**src/rtl/cbb_pkg.sv**
```systemverilog
package cbb_pkg;
  typedef enum logic [1:0] {RX_IDLE, RX_DATA, RX_STOP} rx_state_e;
  typedef enum logic [1:0] {TX_IDLE, TX_START, TX_DATA, TX_STOP} tx_state_e;
endpackage

```
**src/rtl/cbb_sync.sv**
```systemverilog
module cbb_sync #(
  parameter int WIDTH = 1,
  parameter int STAGES = 2,
  parameter logic [WIDTH-1:0] RST_VAL = '0
) (
  input  logic             clk,
  input  logic             rst_n,
  input  logic [WIDTH-1:0] d,
  output logic [WIDTH-1:0] q
);
  localparam int CHAIN_W = WIDTH * STAGES;

  logic [CHAIN_W-1:0] chain_q;

  always_ff @(posedge clk or negedge rst_n) begin
    if (!rst_n) chain_q <= {STAGES{RST_VAL}};
    else        chain_q <= {chain_q[CHAIN_W-WIDTH-1:0], d};
  end

  assign q = chain_q[CHAIN_W-1 -: WIDTH];
endmodule

```
**src/rtl/cbb_divider.sv**
```systemverilog
module cbb_divider #(
  parameter int DIV_LOG2 = 4
) (
  input  logic clk,
  input  logic rst_n,
  output logic sub,
  output logic bit_tick
);
  localparam logic [DIV_LOG2-1:0] ONE = 1;

  logic [DIV_LOG2-1:0] cnt_q, cnt_d;

  always_comb cnt_d = cnt_q + ONE;

  always_ff @(posedge clk or negedge rst_n) begin
    if (!rst_n) cnt_q <= '0;
    else        cnt_q <= cnt_d;
  end

  assign sub      = cnt_q[DIV_LOG2-1];
  assign bit_tick = &cnt_q;

  assert_tick_spacing_R2: assert property (@(posedge clk) disable iff (!rst_n)
    bit_tick |=> !bit_tick);
endmodule

```
**src/rtl/cbb_rx_deser.sv**
```systemverilog
module cbb_rx_deser
  import cbb_pkg::*;
#(
  parameter int DATA_W = 8
) (
  input  logic              clk,
  input  logic              rst_n,
  input  logic              en,
  input  logic              tick,
  input  logic              bit_in,
  output logic              byte_valid,
  output logic [DATA_W-1:0] byte_data,
  output logic              frame_err
);
  localparam int CNT_W = $clog2(DATA_W);
  localparam logic [CNT_W-1:0] LAST = CNT_W'(DATA_W - 1);
  localparam logic [CNT_W-1:0] ONE  = 1;

  rx_state_e         state_q, state_d;
  logic [CNT_W-1:0]  cnt_q, cnt_d;
  logic [DATA_W-1:0] sh_q, sh_d;
  logic              valid_q, valid_d;
  logic              ferr_q, ferr_d;

  always_comb begin
    state_d = state_q;
    cnt_d   = cnt_q;
    sh_d    = sh_q;
    valid_d = 1'b0;
    ferr_d  = 1'b0;
    if (!en) begin
      state_d = RX_IDLE;
    end else if (tick) begin
      case (state_q)
        RX_IDLE: if (!bit_in) begin
          state_d = RX_DATA;
          cnt_d   = '0;
        end
        RX_DATA: begin
          sh_d = {bit_in, sh_q[DATA_W-1:1]};
          if (cnt_q == LAST) state_d = RX_STOP;
          else               cnt_d   = cnt_q + ONE;
        end
        RX_STOP: begin
          state_d = RX_IDLE;
          if (bit_in) valid_d = 1'b1;
          else        ferr_d  = 1'b1;
        end
        default: state_d = RX_IDLE;
      endcase
    end
  end

  always_ff @(posedge clk or negedge rst_n) begin
    if (!rst_n) begin
      state_q <= RX_IDLE;
      cnt_q   <= '0;
      sh_q    <= '0;
      valid_q <= 1'b0;
      ferr_q  <= 1'b0;
    end else begin
      state_q <= state_d;
      cnt_q   <= cnt_d;
      sh_q    <= sh_d;
      valid_q <= valid_d;
      ferr_q  <= ferr_d;
    end
  end

  assign byte_valid = valid_q;
  assign byte_data  = sh_q;
  assign frame_err  = ferr_q;

  assert_one_outcome_R9: assert property (@(posedge clk) disable iff (!rst_n)
    !(valid_q && ferr_q));
  assert_valid_pulse_R7: assert property (@(posedge clk) disable iff (!rst_n)
    valid_q |=> !valid_q);
  assert_err_pulse_R9: assert property (@(posedge clk) disable iff (!rst_n)
    ferr_q |=> !ferr_q);
endmodule

```
**src/rtl/cbb_tx_ser.sv**
```systemverilog
module cbb_tx_ser
  import cbb_pkg::*;
#(
  parameter int DATA_W = 8
) (
  input  logic              clk,
  input  logic              rst_n,
  input  logic              tick,
  input  logic              sub,
  input  logic              en,
  input  logic              full,
  input  logic [DATA_W-1:0] data_in,
  output logic              take,
  output logic              load_mod
);
  localparam int CNT_W = $clog2(DATA_W);
  localparam logic [CNT_W-1:0] LAST = CNT_W'(DATA_W - 1);
  localparam logic [CNT_W-1:0] ONE  = 1;

  tx_state_e         state_q, state_d;
  logic [CNT_W-1:0]  cnt_q, cnt_d;
  logic [DATA_W-1:0] sh_q, sh_d;
  logic              phase_q, phase_d;

  always_comb begin
    state_d = state_q;
    cnt_d   = cnt_q;
    sh_d    = sh_q;
    phase_d = phase_q;
    take    = 1'b0;
    if (tick) begin
      case (state_q)
        TX_IDLE, TX_STOP: begin
          if (en && full) begin
            take    = 1'b1;
            sh_d    = data_in;
            state_d = TX_START;
            phase_d = 1'b1;
          end else begin
            state_d = TX_IDLE;
            phase_d = 1'b0;
          end
        end
        TX_START: begin
          state_d = TX_DATA;
          cnt_d   = '0;
          phase_d = phase_q ^ ~sh_q[0];
          sh_d    = {1'b0, sh_q[DATA_W-1:1]};
        end
        TX_DATA: begin
          if (cnt_q == LAST) begin
            state_d = TX_STOP;
          end else begin
            cnt_d   = cnt_q + ONE;
            phase_d = phase_q ^ ~sh_q[0];
            sh_d    = {1'b0, sh_q[DATA_W-1:1]};
          end
        end
        default: state_d = TX_IDLE;
      endcase
    end
  end

  always_ff @(posedge clk or negedge rst_n) begin
    if (!rst_n) begin
      state_q <= TX_IDLE;
      cnt_q   <= '0;
      sh_q    <= '0;
      phase_q <= 1'b0;
    end else begin
      state_q <= state_d;
      cnt_q   <= cnt_d;
      sh_q    <= sh_d;
      phase_q <= phase_d;
    end
  end

  assign load_mod = (state_q != TX_IDLE) & (sub ^ phase_q);

  assert_start_phase_R4: assert property (@(posedge clk) disable iff (!rst_n)
    (state_q == TX_START) |-> phase_q);
  assert_idle_quiet_R4: assert property (@(posedge clk) disable iff (!rst_n)
    (state_q == TX_IDLE) |-> !phase_q);
endmodule

```
**src/rtl/cbb_bridge.sv**
```systemverilog
module cbb_bridge #(
  parameter int DIV_LOG2    = 4,
  parameter int DATA_W      = 8,
  parameter int SYNC_STAGES = 2
) (
  input  logic              clk,
  input  logic              rst_n,
  input  logic              rx_en,
  input  logic              rx_bit,
  input  logic              wr_req,
  input  logic [DATA_W-1:0] wr_data,
  output logic              wr_ack,
  input  logic              rd_rdy,
  output logic              rd_req,
  output logic [DATA_W-1:0] rd_data,
  output logic              load_mod,
  output logic              frame_err,
  output logic              overrun
);
  logic [2:0]        ctl_s;
  logic              rx_en_s, wr_req_s, rd_rdy_s, rx_bit_s;
  logic              sub, bit_tick;
  logic              rx_valid;
  logic [DATA_W-1:0] rx_data;
  logic              tx_take, tx_en;
  logic              read_done;

  logic [DATA_W-1:0] buf_q, buf_d;
  logic              full_q, full_d;
  logic              wr_ack_q, wr_ack_d;
  logic              rd_req_q, rd_req_d;
  logic              ovr_q, ovr_d;

  cbb_sync #(.WIDTH(3), .STAGES(SYNC_STAGES), .RST_VAL(3'b000)) ctl_sync_i (
    .clk(clk), .rst_n(rst_n), .d({rx_en, wr_req, rd_rdy}), .q(ctl_s));
  assign {rx_en_s, wr_req_s, rd_rdy_s} = ctl_s;

  cbb_sync #(.WIDTH(1), .STAGES(SYNC_STAGES), .RST_VAL(1'b1)) line_sync_i (
    .clk(clk), .rst_n(rst_n), .d(rx_bit), .q(rx_bit_s));

  cbb_divider #(.DIV_LOG2(DIV_LOG2)) div_i (
    .clk(clk), .rst_n(rst_n), .sub(sub), .bit_tick(bit_tick));

  cbb_rx_deser #(.DATA_W(DATA_W)) rx_i (
    .clk(clk), .rst_n(rst_n), .en(rx_en_s), .tick(bit_tick), .bit_in(rx_bit_s),
    .byte_valid(rx_valid), .byte_data(rx_data), .frame_err(frame_err));

  assign tx_en = !rx_en_s && !rd_req_q;

  cbb_tx_ser #(.DATA_W(DATA_W)) tx_i (
    .clk(clk), .rst_n(rst_n), .tick(bit_tick), .sub(sub), .en(tx_en),
    .full(full_q), .data_in(buf_q), .take(tx_take), .load_mod(load_mod));

  assign read_done = rd_req_q && !rd_rdy_s;

  always_comb begin
    buf_d    = buf_q;
    full_d   = full_q;
    wr_ack_d = wr_ack_q;
    rd_req_d = rd_req_q;
    ovr_d    = ovr_q;

    if (tx_take) full_d = 1'b0;

    if (!wr_ack_q) begin
      if (wr_req_s && !rx_en_s && !full_q && !rd_req_q) begin
        buf_d    = wr_data;
        full_d   = 1'b1;
        wr_ack_d = 1'b1;
      end
    end else if (!wr_req_s && !full_q) begin
      wr_ack_d = 1'b0;
    end

    if (!rd_req_q) begin
      if (full_q && rx_en_s && rd_rdy_s && !wr_ack_q) rd_req_d = 1'b1;
    end else if (read_done) begin
      rd_req_d = 1'b0;
      full_d   = 1'b0;
      ovr_d    = 1'b0;
    end

    if (rx_valid) begin
      buf_d  = rx_data;
      full_d = 1'b1;
      if (full_q && !read_done) ovr_d = 1'b1;
    end
  end

  always_ff @(posedge clk or negedge rst_n) begin
    if (!rst_n) begin
      buf_q    <= '0;
      full_q   <= 1'b0;
      wr_ack_q <= 1'b0;
      rd_req_q <= 1'b0;
      ovr_q    <= 1'b0;
    end else begin
      buf_q    <= buf_d;
      full_q   <= full_d;
      wr_ack_q <= wr_ack_d;
      rd_req_q <= rd_req_d;
      ovr_q    <= ovr_d;
    end
  end

  assign wr_ack  = wr_ack_q;
  assign rd_req  = rd_req_q;
  assign rd_data = buf_q;
  assign overrun = ovr_q;

  assert_ack_waits_R5: assert property (@(posedge clk) disable iff (!rst_n)
    (wr_ack_q && full_q) |=> wr_ack_q);
  assert_no_write_in_rx_R6: assert property (@(posedge clk) disable iff (!rst_n)
    $rose(wr_ack_q) |-> !$past(rx_en_s));
  assert_req_has_byte_R8: assert property (@(posedge clk) disable iff (!rst_n)
    rd_req_q |-> full_q);
  assert_overrun_cause_R10: assert property (@(posedge clk) disable iff (!rst_n)
    $rose(ovr_q) |-> $past(rx_valid));
endmodule

```
**config.mk**
```make
export PLATFORM = sky130hd
export DESIGN_NAME = cbb_bridge
export DESIGN_NICKNAME = d
export VERILOG_FILES = /design/src/rtl/cbb_pkg.sv /design/src/rtl/cbb_sync.sv /design/src/rtl/cbb_divider.sv /design/src/rtl/cbb_rx_deser.sv /design/src/rtl/cbb_tx_ser.sv /design/src/rtl/cbb_bridge.sv
export SDC_FILE = /design/constraint.sdc
export NUM_CORES = 1
export LEC_CHECK = 0
export BUFFER_PORTS_ARGS = -buffer_cell sky130_fd_sc_hd__buf_2
export CAP_MARGIN = 5
export CELL_PAD_IN_SITES_DETAIL_PLACEMENT = 1
export CELL_PAD_IN_SITES_GLOBAL_PLACEMENT = 2
export CORE_ASPECT_RATIO = 0.75
export CORE_UTILIZATION = 38
export DETAILED_ROUTE_END_ITERATION = 16
export GPL_ROUTABILITY_DRIVEN = 0
export HOLD_SLACK_MARGIN = 0.06
export PLACE_DENSITY_LB_ADDON = 0.12
export RECOVER_POWER = 25
export SLEW_MARGIN = 20
export SYNTH_ARGS = -nofsm -noshare
export SYNTH_HDL_FRONTEND = slang
export SYNTH_SLANG_ARGS = --single-unit
export TNS_END_PERCENT = 5
```
**constraint.sdc**
```tcl
create_clock -name clk -period 2.2 [get_ports clk]
set_clock_uncertainty 0.05 [all_clocks]
set_input_delay 0.11 -clock clk [delete_from_list [all_inputs] [get_ports clk]]
set_output_delay 0.11 -clock clk [all_outputs]
set_load 0.005 [all_outputs]
```
==> results.md <==
- Final nets: ~260
- Syn. warnings: 0
- Crit path required time: 2.29 ns
- Count of vias placed by the detailed router: 1695
- Net count of the mapped netlist: 230
- Total setup buffers inserted after CTS: 0
- Critical Path Sink Type: flop
- Average wire per standard cell: 17.1 um
- Iter 0 DRT Violations: between 70 and 80
- Vias per std cell: 5.28
- Slowest stage delay, CP: 0.42 ns
- Static leakage: 1.33 nW
- Critical-path cell with the highest stage delay: sky130_fd_sc_hd__nor4b_2
- Antenna violations before repair: 0
- Sequential cell area fraction in the yosys report: 54.9%
- Cell accounting for the most synthesized area: sky130_fd_sc_hd__dfrtp_1
- Ratio of cells with drive above 1 in the final layout: 23.0%
- Count of unique library cells instantiated by Yosys: between 40 and 50
- CTS clock-pin slew for the worst setup and hold paths: 0.10 ns
- Overall routed net length: around 5500 um
- CP delay by family, top: simple AND/OR/NAND/NOR gates
- Data arrival time at the worst-slack endpoint: about 2 ns
- Overall fraction of global-route tracks in use: 18.9%
- Longest Clk Path Bufs: 2
- Wire length of the first global-routing pass: between 9000 and 10000 um
- Area of the core: between 5000 and 6000 sq um
- Max Fanout on Critical Path: 9
- Grt total ovfl: 0
- Total of max-cap violations: 0
- Async set-reset flop share out of synthesis: 100%
- DRT antenna net count: 0
- Insertion delay of the later-clocked pin in the worst-skew pair: 0.31 ns
- Die width: approximately 94 um
- Number of flip-flops and latches in the synthesized netlist: 53
- Post-route setup TNS: 0 ns
- Total setup violations reported at the end of the flow: 0
- Count of mapped cells out of synthesis: around 210
- Syn Std Cell Area: 2420 sq um
- Count of buffers inserted at the top-level ports: 26
- Unrepaired setup endpoints after global routing: no
- Antenna diode count: 0
- Layout overhead on the synthesized area: 13.6%
- Chain of cells forming the critical path: inv_1 -> ha_1 -> nor4b_2 -> and3_2 -> a222oi_1
- Buffers plus inverters on the worst setup path: 1
- Area of the die: between 6000 and 7000 sq um
- Vias in the first global route: 1848
- Maximum number of pins on one net before global-route repair: 22
- Clock tree from TritonCTS: done
- DRC viols: 0
- Effective utilization at floorplan: 40.5%
- F_max: between 0.5 and 0.6 GHz
- Leading post-synthesis cells by cell area: sky130_fd_sc_hd__dfrtp_1 53%, sky130_fd_sc_hd__mux2_4 5.0%, sky130_fd_sc_hd__inv_1 4.0%, sky130_fd_sc_hd__ha_1 3.6%, sky130_fd_sc_hd__a222oi_1 2.9%
- Number of buffers inserted during clock tree synthesis: 5
- Cell Pwr Density: 931 nW/um^2
- Final count of pins violating max slew: 0
- IR drop worst, VDD: 0.319 mV
- Estimated wirelength of the detail-placed design: 4110 um
- Number of hold violations in the final report: 0
- Startpoint types: flop
- Die height: 71.1 um
- Outcome: completed
- Part of the cycle the worst path needs: 87.7%
- Clock tree sinks: 53
- Mean cell area of the mapped netlist: 11.6 sq um
- Measured slew at the worst slew-check pin: 0.780 ns
- Design Power: about 2.6 mW
- Top cells by instance count after synthesis: 51 x sky130_fd_sc_hd__dfrtp_1, 26 x sky130_fd_sc_hd__inv_1, 13 x sky130_fd_sc_hd__o21ai_0
- Drt first pass iters: 5
- Number of rows created at floorplan: 24
- Crit path kind: flop to flop
- Class of the most critical hold timing path: primary input to flop
- Fin crit period: 1.93 ns
- Worst slew margin relative to its limit: 48.0%
- Most used flip-flop cell after synthesis: sky130_fd_sc_hd__dfrtp_1
- CTS H-tree lvls: 2
- Post-synth EDFFs: 0
- I/O pin count: 27
- Slack of the worst reg-to-reg path: 0.27 ns
- Most used standard cell by instance count after synthesis: sky130_fd_sc_hd__dfrtp_1
- Share of Yosys cell area claimed by the top area cell type: approximately 53%
- Root Buffer: sky130_fd_sc_hd__clkbuf_8
[what timing repair did]
item | 4_1_cts | 5_1_grt
setup endpoints to repair | 0 | 2
hold buffers | 6 | 0
gates resized for setup | 0 | 1
hold endpoints to repair | 56 | 0
[logic make-up after synthesis]
logic type	after synthesis	synth area share, %
AO/OA/AOI/OAI	50	13.4
XOR/XNOR	3	1.09
buffers and inverters	34	6.52
flip-flops	53	54.9
AND/OR/NAND/NOR	47	12.5
adder cells (fa/ha/maj)	7	3.62
multiplexers	15	7.97
[through the flow]
step | area (sq um) | hold WS (ns) | std cells | worst slack, ns | utilization, %
6_report | 2750 | 0.0807 | 321 | 0.271 | 46.0
5_1_grt | 2750 | 0.0785 | 321 | 0.103 | 46.0
4_1_cts | 2750 | 0.0659 | 321 | 0.182 | 46.0
3_3_place_gp | 2600 | -0.0332 | 307 | 0.360 | 43.5
2_1_floorplan | 2420 | -0.236 | 209 | 0.530 | -
3_5_place_dp | 2600 | -0.0190 | 307 | 0.179 | 43.5
[tightest hold or removal path: stages]
cell and delay (ns):
sky130_fd_sc_hd__buf_2 0.09, sky130_fd_sc_hd__a31oi_1 0.11, sky130_fd_sc_hd__a21oi_1 0.08
[worst paths after layout]
check                                                 start  cells past startpoint                               end
max                             tx_i.state_q[1]$_DFFE_PN0P_                      5          tx_i.sh_q[5]$_DFFE_PN0P_
min                                              wr_data[5]                      3            rd_data[5]$_DFFE_PN0P_
max reg2reg                     tx_i.state_q[1]$_DFFE_PN0P_                      5          tx_i.sh_q[5]$_DFFE_PN0P_
min reg2reg                line_sync_i.chain_q[0]$_DFF_PN1_                      0  line_sync_i.chain_q[1]$_DFF_PN1_
max in group asynchronous                             rst_n                      3  line_sync_i.chain_q[0]$_DFF_PN1_
min in group asynchronous                             rst_n                      2         rx_i.cnt_q[1]$_DFFE_PN0P_
[area by class of cell]
class / instances / area (sq um)
flip-flops and latches: 53 / 1330
fillers: 649 / 3230
clock buffers: 5 / 68.8
well taps: 78 / 97.6
clock inverters: 3 / 21.3
multi-input cells: 122 / 933
repair buffers: 34 / 199
inverters: 26 / 97.6
[layer usage]
layer / GRT usage, % / up-vias / part of all wire [%]
met5: 0 / - / 0
met4: 4.10 / 0 / 0.13
met3: 4.19 / 2 / 4.7
met2: 27.7 / 33 / 46
met1: 28.5 / 861 / 50
li1: - / 799 / -
[power breakdown]
group          internal (mW)  switching [mW]  total [mW]
Combinational          0.299           0.358       0.657
Sequential              1.18           0.162        1.34
Clock                  0.227           0.333       0.559
[placed cells by master, fill, tap and decap left out, drive strengths merged, types with 2 or more instances in the layout]
cell and count:
dfrtp 51, inv 27, buf 25, o21ai 13
a21oi 12, nor2b 10, mux2 10, a31oi 9
nand2 8, clkbuf 8, a222oi 7, ha 7
dlygate4sd3 6, nand3 5, mux2i 5, and3 5
nor4 3, xnor2 2, nor2 2, nor3b 2
nand2b 2, a22o 2, dfstp 2, a21boi 2
[state kept, by name, indices dropped and copies added (netlist names), 3 cells and up]
name                count
ctl_sync_i.chain_q      6
div_i.cnt_q             4
rx_i.byte_data          8
rx_i.cnt_q              3
rd_data                 8
tx_i.sh_q               8
tx_i.cnt_q              3
Note: power is estimated with default switching activity, not from simulation.
